==> src/rtl/swcalc_pkg.sv <==
package swcalc_pkg;
  typedef enum logic [1:0] {
    OP_ADD = 2'd0,
    OP_SUB = 2'd1,
    OP_MUL = 2'd2
  } calc_op_e;

  localparam int unsigned KEY_SUB  = 0;
  localparam int unsigned KEY_ADD  = 1;
  localparam int unsigned KEY_CAPB = 2;
  localparam int unsigned KEY_CAPA = 3;
  localparam int unsigned NUM_KEYS = 4;
endpackage

==> src/rtl/swcalc_debounce.sv <==
module swcalc_debounce #(
  parameter int unsigned STABLE_CYCLES = 250000
) (
  input  logic clk_i,
  input  logic rst_i,
  input  logic key_n_i,
  output logic press_o
);
  localparam int unsigned CNT_W = $clog2(STABLE_CYCLES + 1);
  localparam logic [CNT_W-1:0] LAST = CNT_W'(STABLE_CYCLES - 1);

  logic             meta_q, sync_q, level_q;
  logic [CNT_W-1:0] cnt_q;
  logic             press_q;
  logic             differs, settle;

  assign differs = (sync_q != level_q);
  assign settle  = differs && (cnt_q == LAST);

  always_ff @(posedge clk_i) begin
    if (rst_i) begin
      meta_q <= 1'b1;
      sync_q <= 1'b1;
    end else begin
      meta_q <= key_n_i;
      sync_q <= meta_q;
    end
  end

  always_ff @(posedge clk_i) begin
    if (rst_i) begin
      level_q <= 1'b1;
      cnt_q   <= '0;
      press_q <= 1'b0;
    end else begin
      press_q <= settle && !sync_q;
      if (settle) begin
        level_q <= sync_q;
        cnt_q   <= '0;
      end else if (differs) begin
        cnt_q <= cnt_q + 1'b1;
      end else begin
        cnt_q <= '0;
      end
    end
  end

  assign press_o = press_q;


  press_single_chk: assert property (@(posedge clk_i) disable iff (rst_i)
    press_q |=> !press_q);

  press_level_chk: assert property (@(posedge clk_i) disable iff (rst_i)
    press_q |-> !level_q);
endmodule

==> src/rtl/swcalc_operands.sv <==
module swcalc_operands #(
  parameter int unsigned DATA_W = 16
) (
  input  logic              clk_i,
  input  logic              rst_i,
  input  logic [DATA_W-1:0] sw_i,
  input  logic              cap_a_i,
  input  logic              cap_b_i,
  output logic [DATA_W-1:0] opa_o,
  output logic [DATA_W-1:0] opb_o
);
  logic [DATA_W-1:0] opa_q, opb_q;

  always_ff @(posedge clk_i) begin
    if (rst_i) begin
      opa_q <= '0;
      opb_q <= '0;
    end else begin
      if (cap_a_i) opa_q <= sw_i;
      if (cap_b_i) opb_q <= sw_i;
    end
  end

  assign opa_o = opa_q;
  assign opb_o = opb_q;


  opa_hold_chk: assert property (@(posedge clk_i) disable iff (rst_i)
    !cap_a_i |=> $stable(opa_q));

  opb_hold_chk: assert property (@(posedge clk_i) disable iff (rst_i)
    !cap_b_i |=> $stable(opb_q));
endmodule

==> src/rtl/swcalc_alu.sv <==
module swcalc_alu
  import swcalc_pkg::*;
#(
  parameter int unsigned DATA_W = 16
) (
  input  logic              clk_i,
  input  logic              rst_i,
  input  logic              fire_i,
  input  calc_op_e          op_i,
  input  logic [DATA_W-1:0] a_i,
  input  logic [DATA_W-1:0] b_i,
  output logic [DATA_W-1:0] res_o,
  output logic              ovf_o
);
  localparam int unsigned PROD_W = 2 * DATA_W;

  logic [DATA_W:0]   sum_w, dif_w;
  logic [PROD_W-1:0] prod_w;
  logic [DATA_W-1:0] res_d, res_q;
  logic              ovf_d, ovf_q;

  always_comb begin
    sum_w  = {1'b0, a_i} + {1'b0, b_i};
    dif_w  = {1'b0, a_i} - {1'b0, b_i};
    prod_w = PROD_W'(a_i) * PROD_W'(b_i);
    unique case (op_i)
      OP_SUB: begin
        res_d = dif_w[DATA_W-1:0];
        ovf_d = dif_w[DATA_W];
      end
      OP_MUL: begin
        res_d = prod_w[DATA_W-1:0];
        ovf_d = |prod_w[PROD_W-1:DATA_W];
      end
      default: begin
        res_d = sum_w[DATA_W-1:0];
        ovf_d = sum_w[DATA_W];
      end
    endcase
  end

  always_ff @(posedge clk_i) begin
    if (rst_i) begin
      res_q <= '0;
      ovf_q <= 1'b0;
    end else if (fire_i) begin
      res_q <= res_d;
      ovf_q <= ovf_d;
    end
  end

  assign res_o = res_q;
  assign ovf_o = ovf_q;


  add_carry_chk: assert property (@(posedge clk_i) disable iff (rst_i)
    (fire_i && op_i == OP_ADD) |=> (ovf_q == (res_q < $past(a_i))));

  sub_borrow_chk: assert property (@(posedge clk_i) disable iff (rst_i)
    (fire_i && op_i == OP_SUB) |=> (ovf_q == ($past(a_i) < $past(b_i))));

  mul_zero_chk: assert property (@(posedge clk_i) disable iff (rst_i)
    (fire_i && op_i == OP_MUL && a_i == '0) |=> (res_q == '0 && !ovf_q));

  res_hold_chk: assert property (@(posedge clk_i) disable iff (rst_i)
    !fire_i |=> ($stable(res_q) && $stable(ovf_q)));
endmodule

==> src/rtl/swcalc_top.sv <==
module swcalc_top
  import swcalc_pkg::*;
#(
  parameter int unsigned DATA_W          = 16,
  parameter int unsigned DEBOUNCE_CYCLES = 250000
) (
  input  logic              clk_i,
  input  logic              rst_i,
  input  logic [DATA_W-1:0] sw_i,
  input  logic              mode_i,
  input  logic [3:0]        key_n_i,
  output logic [DATA_W-1:0] led_o,
  output logic              ovf_o
);
  logic [NUM_KEYS-1:0] press;
  logic [DATA_W-1:0]   opa, opb, alu_res;
  logic                alu_ovf;
  logic                op_fire, any_cap;
  calc_op_e            op_sel;
  logic                show_q;
  logic [DATA_W-1:0]   led_q;
  logic                ovf_q;

  for (genvar k = 0; k < NUM_KEYS; k++) begin : g_key
    swcalc_debounce #(.STABLE_CYCLES(DEBOUNCE_CYCLES)) u_db (
      .clk_i   (clk_i),
      .rst_i   (rst_i),
      .key_n_i (key_n_i[k]),
      .press_o (press[k])
    );
  end

  swcalc_operands #(.DATA_W(DATA_W)) u_ops (
    .clk_i   (clk_i),
    .rst_i   (rst_i),
    .sw_i    (sw_i),
    .cap_a_i (press[KEY_CAPA]),
    .cap_b_i (press[KEY_CAPB]),
    .opa_o   (opa),
    .opb_o   (opb)
  );

  // Add/multiply button has priority over subtract.
  always_comb begin
    op_fire = press[KEY_ADD] | press[KEY_SUB];
    any_cap = press[KEY_CAPA] | press[KEY_CAPB];
    if (press[KEY_ADD]) op_sel = mode_i ? OP_MUL : OP_ADD;
    else                op_sel = OP_SUB;
  end

  swcalc_alu #(.DATA_W(DATA_W)) u_alu (
    .clk_i  (clk_i),
    .rst_i  (rst_i),
    .fire_i (op_fire),
    .op_i   (op_sel),
    .a_i    (opa),
    .b_i    (opb),
    .res_o  (alu_res),
    .ovf_o  (alu_ovf)
  );

  always_ff @(posedge clk_i) begin
    if (rst_i) begin
      show_q <= 1'b0;
      led_q  <= '0;
      ovf_q  <= 1'b0;
    end else begin
      if (op_fire)      show_q <= 1'b1;
      else if (any_cap) show_q <= 1'b0;
      led_q <= show_q ? alu_res : sw_i;
      ovf_q <= show_q & alu_ovf;
    end
  end

  assign led_o = led_q;
  assign ovf_o = ovf_q;


  cap_return_chk: assert property (@(posedge clk_i) disable iff (rst_i)
    (any_cap && !op_fire) |=> !show_q);

  op_wins_chk: assert property (@(posedge clk_i) disable iff (rst_i)
    op_fire |=> show_q);

  led_hold_chk: assert property (@(posedge clk_i) disable iff (rst_i)
    (show_q && $past(show_q) && !$past(op_fire) && !op_fire && !any_cap)
      |=> ($stable(led_q) && $stable(ovf_q)));
endmodule

==> config.mk <==
export PLATFORM = sky130hd
export DESIGN_NAME = swcalc_top
export DESIGN_NICKNAME = d
export VERILOG_FILES = /design/src/rtl/swcalc_pkg.sv /design/src/rtl/swcalc_debounce.sv /design/src/rtl/swcalc_operands.sv /design/src/rtl/swcalc_alu.sv /design/src/rtl/swcalc_top.sv
export SDC_FILE = /design/constraint.sdc
export NUM_CORES = 1
export LEC_CHECK = 0
export ABC_AREA = 0
export BUFFER_PORTS_ARGS = -buffer_cell sky130_fd_sc_hd__buf_4
export CAP_MARGIN = 20
export CORE_MARGIN = 2
export CORE_UTILIZATION = 36
export DETAILED_ROUTE_END_ITERATION = 10
export PLACE_DENSITY_LB_ADDON = 0.15
export SLEW_MARGIN = 15
export SYNTH_ARGS = -nofsm -noshare
export SYNTH_HDL_FRONTEND = slang
export SYNTH_SLANG_ARGS = --single-unit
==> constraint.sdc <==
create_clock -name clk_i -period 7.9 [get_ports clk_i]
set_clock_uncertainty 0.1 [all_clocks]
set_input_delay 1.58 -clock clk_i [delete_from_list [all_inputs] [get_ports clk_i]]
set_output_delay 1.58 -clock clk_i [all_outputs]
set_load 0.05 [all_outputs]
Yosys cells after proc, flatten, opt, wreduce, memory -nomap -nowiden:

Cells that the tools add are included.

* add/sub/neg operators: 6
* reduce and logical (&&, ||, !) cells: 18
* equal/unequal tests: 10
* bitwise gates (word level): 7
* muxes and demuxes: 7
* multipliers: 1

Operators by type and width (number)
* $add 18x1->18 const B: 4
* $eq 18x18->1 const B: 4
* $mul 16x16->32: 1
* $pmux 16 s2: 1
* $add 16x16->17: 1
* $sub 16x16->17: 1
* $mux 16: 1
* $reduce_or 16->1: 1
* $reduce_or 3->1: 4
* $logic_and 1x1->1: 8
* $logic_not 1->1: 4
* $mux 2: 2
* $ne 1x1->1: 4
* $not 1->1: 4
* $eq 2x1->1 const B: 1
* $eq 2x2->1 const B: 1
* $mux 1: 2
* $or 1x1->1: 2
* $pmux 1 s2: 1
* $reduce_bool 2->1: 1
* $and 1x1->1: 1

* output and inout bits: 17
* logic and storage cells: 76
* bits in registers: 155
* input port bits: 23

Logic depth before layout (Yosys ltp):

* word-level depth: 4
* depth in mapped cells: 25
* depth with buffers taken out: 24

Modules after synthesis:

Synthesis repeated with hierarchy kept, for this count alone.

* cell total of the unflattened synthesis: 1908
* area, all modules: 16898.7 µm²

Modules (own cells, without submodules)
* swcalc_alu: cells an instance 1311, times used 1, area each 10865.4 µm², seq. area each 340.3 µm²
* swcalc_debounce: cells an instance 108, times used 4, area each 1057.3 µm², seq. area each 440.4 µm²
* swcalc_operands: cells an instance 103, times used 1, area each 1157.4 µm², seq. area each 640.6 µm²
* swcalc_top: cells an instance 62, times used 1, area each 646.9 µm², seq. area each 360.3 µm²

Least setup slack after synthesis:

No wires, ideal clock.

* kind: register -> register
* from: reg u_ops.opa_q[10], in the netlist u_ops.opa_o[10]
* to: reg u_alu.ovf_q, in the netlist u_alu.ovf_o
* data arrival time: 6001 ps
* period minus slack after synthesis: 6233 ps
* required time: 7668 ps
* slack: 1667 ps
* library setup time: 132 ps
* cell stages (with the launch flop): 23
* buffers on the path: 1
* cell sequence: dfxtp_1 -> clkbuf_1 -> nand2_1 -> fa_1 -> fa_1 -> inv_1 -> fa_1 -> inv_1 -> fa_1 -> fa_1 -> fa_1 -> inv_1 -> ha_1 -> a21o_1 -> a21oi_2 -> o21a_1 -> nor2b_1 -> a211oi_2 -> o31ai_1 -> a221oi_1 -> nor4b_1 -> and4b_1 -> o22ai_1

* cells in the longest elaborated chain, start to end: 3
* elaborated cells on any way between the ends: 5
* classes of those cells: add/sub: 2; mul: 1; mux: 1; reduce/logical: 1

RTL lines
* start, declared: line swcalc_operands.sv:12 `logic [DATA_W-1:0] opa_q, opb_q;`
* start signal, assigned: line swcalc_operands.sv:19 `if (cap_a_i) opa_q <= sw_i;`
* $mul 16x16->32: line swcalc_alu.sv:25 `prod_w = PROD_W'(a_i) * PROD_W'(b_i);`
* $reduce_or 16->1: line swcalc_alu.sv:33 `ovf_d = |prod_w[PROD_W-1:DATA_W];`
* $pmux 1 s2 *: line swcalc_alu.sv:26 `unique case (op_i)`
* end signal, assigned: line swcalc_alu.sv:48 `ovf_q <= ovf_d;`
* end, declared: line swcalc_alu.sv:20 `logic ovf_d, ovf_q;`

Every way passes the cells marked *; elsewhere a longest branch is shown, timed or not.
A chain may end at the register's enable or synchronous reset.

Worst setup path after layout:

* from: reg u_ops.opb_q[8], in the netlist u_ops.opb_o[8]
* to: reg u_alu.ovf_q, in the netlist u_alu.ovf_o

* cells in the longest elaborated chain, start to end: 3
* elaborated cells on any way between the ends: 5
* classes of those cells: add/sub: 2; mul: 1; mux: 1; reduce/logical: 1

RTL lines
* start, declared: line swcalc_operands.sv:12
* start signal, assigned: line swcalc_operands.sv:20 `if (cap_b_i) opb_q <= sw_i;`
* $mul 16x16->32: line swcalc_alu.sv:25
* $reduce_or 16->1: line swcalc_alu.sv:33
* $pmux 1 s2 *: line swcalc_alu.sv:26

Marked as above.

==> flow_summary.toml <==
[setup_path]
path_max_fanout = 17
arrival_ns = 7.21
reg2reg_depth = 20
crit_chain = "ha_1, inv_1, fa_1, fa_1, fa_1, fa_1, fa_1, fa_1, inv_1, ha_1, a21o_1, a21oi_2, o21a_1, nor2b_1, a211oi_2, o31ai_1, a221oi_1, nor4b_1, and4b_1, o22ai_1"
cp-start-kind = "flip-flop"
critPathKind = "flip-flop to flip-flop"
cp_slowest_cell = "dfxtp_1"
crit_cells = 20
cp_common_cell = "fa_1"
critPathTopFamily = "adder cells"
cp.required_ns = 8.08
crit_path_max_incr_delay_ns = 0.77
path_buf_inv = 2
end_kind = "flip-flop"

[routing]
wl_met2_mm = 19.9
dr.max_layer_used = "met5"
met3WireLength_mm = 1.64
num_vias = 12500
detail-route-antenna-nets = 0
wl_met1_mm = 19.7
routed_wl_mm = 42.0
dr.pass1.iters = 4
drc = 0
routedWlPerCell_um = 16.8
viasPerCell = 5.01
drt_iter0_drc = 666

[sta]
maxSlewViolCount = 0
setup_viol = 0
min_period_ns = 7.04
rsz0062_at_grt = "false"
hold_viol_final = 0
max_freq_ghz = 0.142
setup_tns_ns = 0
slew_headroom_pct = 30.7
fin_crit_sh_pct = 89.1
worstMarginPinSlew_ns = 1.04

[die]
die_w_um = 216
design.portCount = 40
core_um2 = 44300
die_height_um = 216
initial_core_util_pct = 36.5
die_area_um2 = 46600
rows = 77

[global_routing]
overflow = 0
grt_pass1_vias = 13000
grt_max_degree = 61
grt_usage_pct = 18.8
antenna_found_initial = 1
grt_pass1_wl_mm = 69.9

[cts]
ctsResizeCount = 0
clkSinkCount = 155
hold_buffers = 0
clockBufferDepth = 2
cts_buffers = 17
clk_latency_ns = 0.42
htreeDepth = 4
postCtsSetupBuffers = 0
clkTransAtPathRegs_ns = 0.07
ctsRootBufferMaster = "clkbuf_16"
cts_tree = "done"

[cells_and_area]
drive_above_1_share_pct = 6.65
fin_nets = 2256
multi_input_area_um2 = 11800
final_util_pct = 40.0
fillCellCount = 4612
regArea_um2 = 3100
syn_to_final_growth_pct = 9.55

[synth]
syn_area_um2 = 16200
synth_warnings = 0
ys_seq_area_share_pct = 19.2
synth_top_area_cell = "fa_1"
synth_cell_types = 71
synthCells = 1888
ys.flop_type = "dfxtp_1"
syn_area_per_cell_um2 = 8.56
synth_edf_count = 0
ys_seq_elements = 155
synth_fp_nets = 2247
synth.top_cell.area_share_pct = 24.3
postSynth.asyncResetShare_pct = 0
synth.most_common_cell = "inv_1"
yosys-top-cells-area = "fa_1 24%, dfxtp_1 19%, ha_1 11%"
synthTopCellsByCount = "255 x inv_1, 202 x nor2_1, 200 x nand2_1"

[place]
portBuffers = 39
dp_hpwl_mm = 33.9
gp_congestion = 0.852

[hold_path]
hold_class = "flip-flop to flip-flop"
whs_path_depth = 1

[pwr]
ir_drop_v = 0.000133
power_leakage_nw = 7.19
power.density_nw_per_um2 = 93.7

[outcome]
status = "completed"

[job]
max_cap_violations = 0
## kinds of logic (layout without fill, tap and decap cells)
logic type	Yosys count	after routing	share of synthesized area, %
and+or+nand+nor	681	681	19.8
buffers and inverters	336	358	7.85
other	0	1	0
adders and majority gates	336	336	35.1
xor gates and xnor gates	97	97	5.25
AOI/OAI and AO/OA	224	224	9.09
muxes	59	59	3.67
DFF	155	155	19.2
## final timing paths
check	startpoint	endpoint	slack, ns
worst max-delay path	u_ops.opb_o[8]	u_alu.ovf_o	0.86
worst max register to register	u_ops.opb_o[8]	u_alu.ovf_o	0.86
worst min-delay path	g_key[0].u_db.meta_q	g_key[0].u_db.sync_q	0.31
worst min register to register	g_key[0].u_db.meta_q	g_key[0].u_db.sync_q	0.31
## metal layers
metal  vias to the layer above  GRT usage [%]
met5                         -              0
met2                       211           31.3
met4                         2           4.11
met3                        47           2.64
li1                       6108              -
met1                      6177           26.0
## placed cells by master, fill, tap and decap left out, types with 24 or more instances in the layout
cell     count
mux2i_1     57
xnor2_1     62
nor3_1      24
and2_1      89
fa_1       196
nor2_1     202
xor2_1      35
a21oi_1     73
nand2_1    200
dfxtp_1    155
nand3_1     39
buf_4       69
o21ai_0     41
inv_1      255
ha_1       140
## state kept, by name, indices dropped and copies added (netlist names), 4 cells and up
name	count
g_key.u_db.cnt_q	72
g_key.u_db.level_q	4
g_key.u_db.meta_q	4
g_key.u_db.press_o	4
g_key.u_db.sync_q	4
led_o	16
u_alu.res_o	16
u_ops.opa_o	16
u_ops.opb_o	16
## cell type report
cell class	count	area share, %
Sequential cell	155	17.5
Multi-Input combinational cell	1397	66.6
Inverter	256	5.43
Timing Repair Buffer	70	3.01
Tap cell	592	4.18
Clock inverter	11	0.600
Antenna cell	1	0.0141
Clock buffer	21	2.66
## through the flow
| step | worst slack [ns] | hold WS [ns] | instance area [µm²] | cells | total power [mW] |
|---|---|---|---|---|---|
| after floorplan | 1.67 | 0.289 | 16200 | 1888 | 0.843 |
| after global placement | 0.935 | 0.293 | 17100 | 2469 | 0.872 |
| after detailed placement | 0.833 | 0.299 | 17100 | 2469 | 0.872 |
| after CTS | 0.811 | 0.309 | 17700 | 2501 | 1.69 |
| after global routing | 0.377 | 0.320 | 17700 | 2502 | 1.72 |
| final | 0.864 | 0.308 | 17700 | 2503 | 1.66 |
## power breakdown
part	total (mW)	internal, mW	switching (mW)	leakage (nW)
Clock	0.807	0.440	0.367	0.283
Combinational	0.0617	0.0192	0.0425	5.65
Sequential	0.791	0.788	0.00296	1.25
Note: power is estimated with default switching activity, not from simulation.
